===== src/rtl/rle_dec_pkg.sv =====
package rle_dec_pkg;
  typedef enum logic {DEC_DATA = 1'b0, DEC_LEN = 1'b1} dec_st_e;
  typedef enum logic {SB_LOAD = 1'b0, SB_DRAIN = 1'b1} sb_st_e;
endpackage


===== src/rtl/rle_slice_unpack.sv =====
module rle_slice_unpack
  import rle_dec_pkg::*;
#(
  parameter int WORD_W    = 32,
  parameter int ENT_W     = 36,
  parameter int SLICE_ENT = 8,
  parameter int CNT_W     = 16
) (
  input  logic              clk_i,
  input  logic              rst_ni,
  input  logic              clear_i,
  input  logic [CNT_W-1:0]  count_i,
  input  logic [WORD_W-1:0] in_data_i,
  input  logic              in_valid_i,
  output logic              in_ready_o,
  output logic [ENT_W-1:0]  ent_o,
  output logic              ent_valid_o,
  input  logic              ent_ready_i,
  output logic              exhausted_o
);
  localparam int HI_W  = ENT_W - WORD_W;
  localparam int IDX_W = $clog2(SLICE_ENT + 1);
  localparam int POS_W = $clog2(SLICE_ENT);
  localparam int SH    = $clog2(SLICE_ENT);

  sb_st_e            st_q;
  logic [IDX_W-1:0]  widx_q;
  logic [POS_W-1:0]  pos_q;
  logic [WORD_W-1:0] low_q [SLICE_ENT];
  logic [WORD_W-1:0] hi_q;
  logic [CNT_W-1:0]  slices_left_q;
  logic [CNT_W-1:0]  ents_left_q;
  logic [HI_W-1:0]   hi_nib [SLICE_ENT];
  logic [CNT_W:0]    cnt_sum;
  logic              in_fire, ent_fire;

  // entry 0 owns the top nibble of the shared word
  for (genvar g = 0; g < SLICE_ENT; g++) begin : g_nib
    assign hi_nib[g] = hi_q[WORD_W-1-HI_W*g -: HI_W];
  end

  assign cnt_sum     = {1'b0, count_i} + (CNT_W+1)'(SLICE_ENT - 1);
  assign in_ready_o  = (st_q == SB_LOAD) && (slices_left_q != '0) && !clear_i;
  assign in_fire     = in_valid_i && in_ready_o;
  assign ent_valid_o = (st_q == SB_DRAIN) && (ents_left_q != '0) && !clear_i;
  assign ent_fire    = ent_valid_o && ent_ready_i;
  assign ent_o       = {hi_nib[pos_q], low_q[pos_q]};
  assign exhausted_o = (ents_left_q == '0);

  always_ff @(posedge clk_i or negedge rst_ni) begin
    if (!rst_ni) begin
      st_q          <= SB_LOAD;
      widx_q        <= '0;
      pos_q         <= '0;
      hi_q          <= '0;
      slices_left_q <= '0;
      ents_left_q   <= '0;
      for (int i = 0; i < SLICE_ENT; i++) low_q[i] <= '0;
    end else if (clear_i) begin
      st_q          <= SB_LOAD;
      widx_q        <= '0;
      pos_q         <= '0;
      slices_left_q <= CNT_W'(cnt_sum >> SH);
      ents_left_q   <= count_i;
    end else if (st_q == SB_LOAD) begin
      if (in_fire) begin
        if (widx_q == IDX_W'(SLICE_ENT)) begin
          hi_q          <= in_data_i;
          widx_q        <= '0;
          pos_q         <= '0;
          st_q          <= SB_DRAIN;
          slices_left_q <= slices_left_q - 1'b1;
        end else begin
          low_q[widx_q[POS_W-1:0]] <= in_data_i;
          widx_q <= widx_q + 1'b1;
        end
      end
    end else begin
      if (ents_left_q == '0) begin
        st_q <= SB_LOAD;
      end else if (ent_fire) begin
        ents_left_q <= ents_left_q - 1'b1;
        if (pos_q == POS_W'(SLICE_ENT - 1) || ents_left_q == CNT_W'(1)) st_q <= SB_LOAD;
        else pos_q <= pos_q + 1'b1;
      end
    end
  end

  p_exhaust_hold_r5: assert property (@(posedge clk_i) disable iff (!rst_ni)
    (exhausted_o && !clear_i) |=> exhausted_o);
  p_slice_stop_r5: assert property (@(posedge clk_i) disable iff (!rst_ni)
    (slices_left_q == '0 && !clear_i) |=> (slices_left_q == '0));
endmodule


===== src/rtl/rle_run_engine.sv =====
module rle_run_engine
  import rle_dec_pkg::*;
#(
  parameter int CH_W  = 34,
  parameter int ENT_W = 36,
  parameter int RUN_W = 40
) (
  input  logic             clk_i,
  input  logic             rst_ni,
  input  logic             clear_i,
  input  logic             halt_i,
  input  logic [ENT_W-1:0] ent_i,
  input  logic             ent_valid_i,
  output logic             ent_ready_o,
  input  logic             exhausted_i,
  output logic [CH_W-1:0]  out_sample_o,
  output logic             out_valid_o,
  input  logic             out_ready_i,
  output logic             idle_o
);
  localparam int REP_BIT = CH_W;
  localparam int LEN_BIT = CH_W + 1;

  dec_st_e          st_q;
  logic [RUN_W-1:0] run_q;
  logic [CH_W-1:0]  sample_q;
  logic [RUN_W-1:0] len_ext;
  logic             ent_fire, out_fire;

  assign len_ext      = RUN_W'({ent_i, 1'b0});
  // a data entry waits for its run to drain; a length entry is absorbed at once
  assign ent_ready_o  = !halt_i && ((st_q == DEC_DATA && run_q == '0) || st_q == DEC_LEN);
  assign out_valid_o  = !halt_i && (run_q != '0) && (st_q == DEC_DATA || exhausted_i);
  assign ent_fire     = ent_valid_i && ent_ready_o;
  assign out_fire     = out_valid_o && out_ready_i;
  assign out_sample_o = sample_q;
  assign idle_o       = (run_q == '0);

  always_ff @(posedge clk_i or negedge rst_ni) begin
    if (!rst_ni) begin
      st_q     <= DEC_DATA;
      run_q    <= '0;
      sample_q <= '0;
    end else if (clear_i) begin
      st_q     <= DEC_DATA;
      run_q    <= '0;
      sample_q <= '0;
    end else if (ent_fire) begin
      if (st_q == DEC_DATA) begin
        sample_q <= ent_i[CH_W-1:0];
        run_q    <= RUN_W'(ent_i[REP_BIT]) + RUN_W'(1);
        st_q     <= ent_i[LEN_BIT] ? DEC_LEN : DEC_DATA;
      end else begin
        run_q <= run_q + len_ext;
        st_q  <= DEC_DATA;
      end
    end else if (out_fire) begin
      run_q <= run_q - 1'b1;
    end
  end

  p_data_load_r3: assert property (@(posedge clk_i) disable iff (!rst_ni || clear_i)
    (ent_fire && st_q == DEC_DATA) |=>
      (sample_q == $past(ent_i[CH_W-1:0])) &&
      (run_q == RUN_W'($past(ent_i[REP_BIT])) + RUN_W'(1)));
  p_len_add_r4: assert property (@(posedge clk_i) disable iff (!rst_ni || clear_i)
    (ent_fire && st_q == DEC_LEN) |=>
      (run_q == $past(run_q) + RUN_W'({$past(ent_i), 1'b0})) && (st_q == DEC_DATA));
  p_no_grab_r9: assert property (@(posedge clk_i) disable iff (!rst_ni || clear_i)
    (out_valid_o && !out_ready_i) |=> $stable(sample_q));
endmodule


===== src/rtl/rle_limit_ctr.sv =====
module rle_limit_ctr #(
  parameter int LIM_W = 32
) (
  input  logic             clk_i,
  input  logic             rst_ni,
  input  logic             clear_i,
  input  logic [LIM_W-1:0] limit_i,
  input  logic             fire_i,
  output logic             hit_o,
  output logic             last_o
);
  logic [LIM_W-1:0] cnt_q, lim_q;

  assign hit_o  = (cnt_q == lim_q);
  assign last_o = (({1'b0, cnt_q} + (LIM_W+1)'(1)) == {1'b0, lim_q});

  always_ff @(posedge clk_i or negedge rst_ni) begin
    if (!rst_ni) begin
      cnt_q <= '0;
      lim_q <= '0;
    end else if (clear_i) begin
      cnt_q <= '0;
      lim_q <= limit_i;
    end else if (fire_i) begin
      cnt_q <= cnt_q + 1'b1;
    end
  end

  p_no_overflow_r6: assert property (@(posedge clk_i) disable iff (!rst_ni)
    cnt_q <= lim_q);
  p_last_hit_r6: assert property (@(posedge clk_i) disable iff (!rst_ni || clear_i)
    (fire_i && last_o) |=> hit_o);
endmodule


===== src/rtl/rle_slice_decoder.sv =====
module rle_slice_decoder #(
  parameter int WORD_W    = 32,
  parameter int CH_W      = 34,
  parameter int SLICE_ENT = 8,
  parameter int CNT_W     = 16,
  parameter int LIM_W     = 32,
  parameter int RUN_W     = 40
) (
  input  logic              clk_i,
  input  logic              rst_ni,
  input  logic              start_i,
  input  logic [CNT_W-1:0]  word_count_i,
  input  logic [LIM_W-1:0]  sample_limit_i,
  input  logic [WORD_W-1:0] in_data_i,
  input  logic              in_valid_i,
  output logic              in_ready_o,
  output logic [CH_W-1:0]   out_sample_o,
  output logic              out_valid_o,
  input  logic              out_ready_i,
  output logic              out_last_o,
  output logic              done_o
);
  localparam int ENT_W = CH_W + 2;

  logic [ENT_W-1:0] ent;
  logic ent_valid, ent_ready, exhausted, idle;
  logic sb_in_ready, lim_hit, lim_last, armed_q;

  rle_slice_unpack #(
    .WORD_W(WORD_W), .ENT_W(ENT_W), .SLICE_ENT(SLICE_ENT), .CNT_W(CNT_W)
  ) u_unpack (
    .clk_i(clk_i), .rst_ni(rst_ni), .clear_i(start_i), .count_i(word_count_i),
    .in_data_i(in_data_i), .in_valid_i(in_valid_i && !done_o), .in_ready_o(sb_in_ready),
    .ent_o(ent), .ent_valid_o(ent_valid), .ent_ready_i(ent_ready), .exhausted_o(exhausted)
  );

  rle_run_engine #(
    .CH_W(CH_W), .ENT_W(ENT_W), .RUN_W(RUN_W)
  ) u_engine (
    .clk_i(clk_i), .rst_ni(rst_ni), .clear_i(start_i), .halt_i(lim_hit),
    .ent_i(ent), .ent_valid_i(ent_valid), .ent_ready_o(ent_ready), .exhausted_i(exhausted),
    .out_sample_o(out_sample_o), .out_valid_o(out_valid_o), .out_ready_i(out_ready_i),
    .idle_o(idle)
  );

  rle_limit_ctr #(
    .LIM_W(LIM_W)
  ) u_limit (
    .clk_i(clk_i), .rst_ni(rst_ni), .clear_i(start_i), .limit_i(sample_limit_i),
    .fire_i(out_valid_o && out_ready_i), .hit_o(lim_hit), .last_o(lim_last)
  );

  always_ff @(posedge clk_i or negedge rst_ni) begin
    if (!rst_ni)      armed_q <= 1'b0;
    else if (start_i) armed_q <= 1'b1;
  end

  assign done_o     = armed_q && (lim_hit || (exhausted && idle));
  assign in_ready_o = sb_in_ready && !done_o;
  assign out_last_o = out_valid_o && lim_last;

  p_done_sticky_r10: assert property (@(posedge clk_i) disable iff (!rst_ni)
    (done_o && !start_i) |=> done_o);
  p_done_quiet_r10: assert property (@(posedge clk_i) disable iff (!rst_ni)
    done_o |-> (!in_ready_o && !out_valid_o));
  p_hold_r8: assert property (@(posedge clk_i) disable iff (!rst_ni || start_i)
    (out_valid_o && !out_ready_i) |=> (out_valid_o && $stable(out_sample_o)));
  p_restart_r11: assert property (@(posedge clk_i) disable iff (!rst_ni)
    start_i |=> !out_valid_o);
  p_idle_r1: assert property (@(posedge clk_i) disable iff (!rst_ni)
    !armed_q |-> (!in_ready_o && !out_valid_o && !done_o));
endmodule


===== config.mk =====
export PLATFORM = sky130hd
export DESIGN_NAME = rle_slice_decoder
export DESIGN_NICKNAME = d
export VERILOG_FILES = /design/src/rtl/rle_dec_pkg.sv /design/src/rtl/rle_slice_unpack.sv /design/src/rtl/rle_run_engine.sv /design/src/rtl/rle_limit_ctr.sv /design/src/rtl/rle_slice_decoder.sv
export SDC_FILE = /design/constraint.sdc
export NUM_CORES = 1
export LEC_CHECK = 0
export ABC_AREA = 1
export BUFFER_PORTS_ARGS = -buffer_cell sky130_fd_sc_hd__buf_2
export CAP_MARGIN = 10
export CORE_UTILIZATION = 50
export DETAILED_ROUTE_END_ITERATION = 8
export PLACE_DENSITY_LB_ADDON = 0.2
export SLEW_MARGIN = 40
export SYNTH_ARGS = -nofsm -noshare
export SYNTH_HDL_FRONTEND = slang
export SYNTH_HIERARCHICAL = 1
export SYNTH_SLANG_ARGS = --single-unit

===== constraint.sdc =====
create_clock -name clk_i -period 7.55 [get_ports clk_i]
set_clock_uncertainty 0.2 [all_clocks]
set_input_delay 1.51 -clock clk_i [delete_from_list [all_inputs] [get_ports clk_i]]
set_output_delay 1.51 -clock clk_i [all_outputs]
set_load 0.005 [all_outputs]

==> summary.md <==
| Metric | Value |
|---|---|
| Pint | around 6000 uW |
| Chip height | approximately 240 um |
| Setup WS post-layout | 2.664 ns |
| # DRC | 0 |
| Synth top area share | 0.4149 |
| Port-buffer cells | 122 |
| Post-Route WL | between 80 and 90 mm |
| Worst-path cell chain | clkinv_2 > buf_4 > nor2_1 > o21ai_0 > a21oi_1 > a31oi_1 > ha_1 > nand2_1 > nor2_1 > and3_1 > nand2_1 > nand2_1 > nand2_1 > nand2_1 > nand2_1 > nand3_1 > nand2_1 > nand3_1 > nand2_1 |
| Sequential area share after synthesis | 0.4149 |
| Largest net degree at the start of global routing | 141 |
| Synthesis-stage register bit count | about 470 |
| Main synth FF type | dfrtp_1 |
| Global route overflow | 0 |
| Yosys warnings | 6 |
| NetSw | approximately 4300 uW |
| Critical path arrival | just over 5 ns |
| Layout Nets | about 4200 |
| Most used cells in the layout excluding fill and tap cells | nand2_1 (1219), nor2_1 (558), dfrtp_1 (466), o21ai_0 (409), inv_1 (404) |
| TritonCTS Sinks | approximately 470 |
| Starting Density | 0.5093 |
| CTS Hold Bufs | 0 |
| Worst Path Required | between 7 and 8 ns |
| Net Sw Frac | 0.4213 |
| DP HPWL | between 50 and 60 mm |
| Worst path slowest cell | buf_4 |
| Clock-pin transition on the worst setup and hold timing paths | about 0.060 ns |
| Total power | between 10000 and 15000 uW |
| Dpl ws | between 2 and 3 ns |
| Post-CTS setup buffers | 0 |
| Cell taking the most area after synthesis | dfrtp_1 |
| Root Buffer | clkbuf_16 |
| Per-cell routed wire length | 17.10 um |
| Top post-synthesis cells by area | dfrtp_1 (41%), nand2_1 (16%), nor2_1 (7.4%) |
| Max-cap viol count | 0 |
| Post-route ant nets | 0 |
| Commonest non-fill, non-tap cell in the layout | nand2_1 |
| Slew Viols, Final | 0 |
| RSZ-0062 raised after global routing | no |
| RePlAce Congestion | 1.012 |
| H-tree depth | 2 |
| Critical path's most frequent cell | nand2_1 |
| # setup viols final | 0 |
| Site row count | 86 |
| CP Capture Type | register |
| Layout Cells excl Fill | just under 5000 |
| TritonCTS clock tree | yes |
| Final Cell Area | about 31000 um2 |
| Setup crit start kind | register |
| Maximum VDD drop | between 0.15 and 0.2 mV |
| Initial antenna violation count | 2 |
| Area Growth Syn to Fin | 10.22% |
| Vias per cell | about 5.4 |
| Num ports | approximately 120 |
| Reg power frac | 0.337 |
| Clock Tree Buf Depth | 3 |
| R2R cell count | 19 |
| Routed vias | roughly 26000 |
| Clk pwr share | 0.259 |
| Fraction of registers with async set/reset | 1.000 |
| Outcome | finished clean |
| Tot GR Track Use | 0.2951 |
| Highest clock rate | about 200 MHz |
| Final TNS setup | 0 ns |
| Post-synth EDFFs | 0 |
| DIE WIDTH | roughly 240 um |
| Avg Inst Size Synth | just under 7 um2 |
| DP Area | approximately 30000 um2 |
| Post-CTS Resized | 0 |
| TritonRoute pass-1 iters | 7 |
| CTS Buf Count | 52 |
| PD cells | roughly 320 nW/um2 |
| Final Critical Period | 4.886 ns |
| Lkg Pwr | 0.01586 uW |
| Netlist cell types | 51 |
| Hold Path Stages | 2 |
| Vias in the first global route | 24610 |
| Slew Limit Headroom | 0.4225 |
| CP Class | register to register |
| Die Area | between 50000 and 60000 um2 |
| Combinational Power Share | 0.404 |
| CP max stage delay | about 0.75 ns |
| Hold Path Class | register to register |
| Synthesized area | about 28000 um2 |
| First-pass GRT wire length | ~130 mm |
| Core area | between 50000 and 60000 um2 |
| Hold Fails Final Rpt | 0 |
| Worst-path maximum fanout | 76 |
| Synth Net Count | 4204 |
| Initial DRC count | approximately 2300 |
| Placed instance count | about 4800 |
| Syn Inst Count | between 4000 and 5000 |
| Worst-Margin Slew | 0.8663 ns |
| Layout cells sized above 1 | 0.08699 |
| Skew-Pair Late Insertion Delay | roughly 0.63 ns |
| Period utilization | 0.6471 |
[worst max-delay path: cells and delay by family (launching register included)]
| family | cells | cell delay, ns |
|---|---|---|
| AOI/OAI and AO/OA | 3 | 0.91 |
| adders and majority gates | 1 | 0.36 |
| buffers and inverters | 2 | 1.16 |
| DFF | 1 | 0.60 |
| and+or+nand+nor | 13 | 1.45 |
[power by group through the flow]
| stage | Sequential [uW] | Clock [uW] | Combinational [uW] |
|---|---|---|---|
| 2_1_floorplan | 3280 | 0 | 2950 |
| 3_3_place_gp | 3420 | 0 | 3950 |
| 3_5_place_dp | 3430 | 0 | 3980 |
| 4_1_cts | 3380 | 2650 | 4010 |
| 5_1_grt | 3460 | 2750 | 4620 |
| 6_report | 3400 | 2610 | 4080 |
[layer usage]
metal,track usage,up-vias,part of all wire
met5,0,-,0
met4,0.07479,0,0.022
met3,0.04011,123,0.065
met2,0.4685,807,0.45
met1,0.4232,12270,0.46
li1,-,13070,-
[cell usage after synthesis, types with 3 or more instances]
| cell | number |
|---|---|
| nand4_1 | 29 |
| nor2_2 | 15 |
| nand3_1 | 206 |
| nor2_8 | 4 |
| a21boi_0 | 3 |
| inv_2 | 13 |
| nor3_1 | 20 |
| o21bai_1 | 6 |
| a21oi_1 | 191 |
| xor2_1 | 43 |
| nand2_1 | 1219 |
| nand3b_1 | 12 |
| ha_1 | 48 |
| clkbuf_1 | 80 |
| nand2_2 | 15 |
| o22ai_1 | 10 |
| nor4_1 | 3 |
| nor3_2 | 4 |
| o21ai_0 | 409 |
| nor2_4 | 8 |
| and2_1 | 3 |
| nand2_4 | 5 |
| xnor2_1 | 24 |
| o21ai_1 | 68 |
| buf_6 | 13 |
| a21o_1 | 4 |
| dfrtp_1 | 468 |
| o21ai_2 | 16 |
| nand3_2 | 21 |
| a31oi_1 | 37 |
| nor2_1 | 558 |
| and3_1 | 3 |
| o211ai_1 | 7 |
| or2_2 | 11 |
| buf_1 | 11 |
| buf_4 | 4 |
| inv_1 | 407 |
| buf_2 | 56 |
[stage by stage]
step / hold WS, ns / util
floorplan: 0.2366 / -
global route: 0.2950 / 0.5614
global placement: 0.2489 / 0.5267
finish: 0.2676 / 0.5614
detailed placement: 0.2539 / 0.5286
CTS: 0.2692 / 0.5607
[flip-flops by register name, summed over array words and instances, names as in the netlist]
register / flops
u_unpack/slices_left_q: 16
u_unpack/widx_q: 4
u_unpack/st_q: 1
u_unpack/ents_left_q: 16
u_unpack/hi_nib: 32
u_engine/st_q: 1
u_engine/out_sample_o: 34
armed_q: 1
u_unpack/low_q: 256
u_limit/lim_q: 32
u_unpack/pos_q: 3
u_engine/run_q: 40
u_limit/cnt_q: 32
[final cells by class]
class / instances / area [um2]
Fill cell: 5449 / 24310
Multi-Input combinational cell: 3015 / 14140
Sequential cell: 468 / 11720
Inverter: 422 / 1585
Clock buffer: 74 / 1534
Timing Repair Buffer: 151 / 947.2
Tap cell: 748 / 935.9
Clock inverter: 20 / 249.0
Antenna cell: 1 / 2.502
[path summary, 6_finish.rpt]
| kind | from | to | slack (ns) |
|---|---|---|---|
| max reg2reg | u_unpack/pos_q[0] | u_engine/run_q[24] | 2.66 |
| min | u_unpack/low_q[55] | u_unpack/low_q[55] | 0.27 |
| min reg2reg | u_unpack/low_q[55] | u_unpack/low_q[55] | 0.27 |
| max | u_unpack/pos_q[0] | u_engine/run_q[24] | 2.66 |
| max in group asynchronous | rst_ni | u_unpack/low_q[27] | 5.11 |
| min in group asynchronous | rst_ni | u_limit/cnt_q[22] | 0.67 |
[logic make-up after synthesis]
group / share of synthesized area
XOR/XNOR: 0.02079
flip-flops: 0.4149
AND/OR/NAND/NOR: 0.3154
AO/OA/AOI/OAI: 0.1418
buffers and inverters: 0.08511
adder cells (fa/ha/maj): 0.02199
No activity file was read; power rests on OpenSTA's default activity.
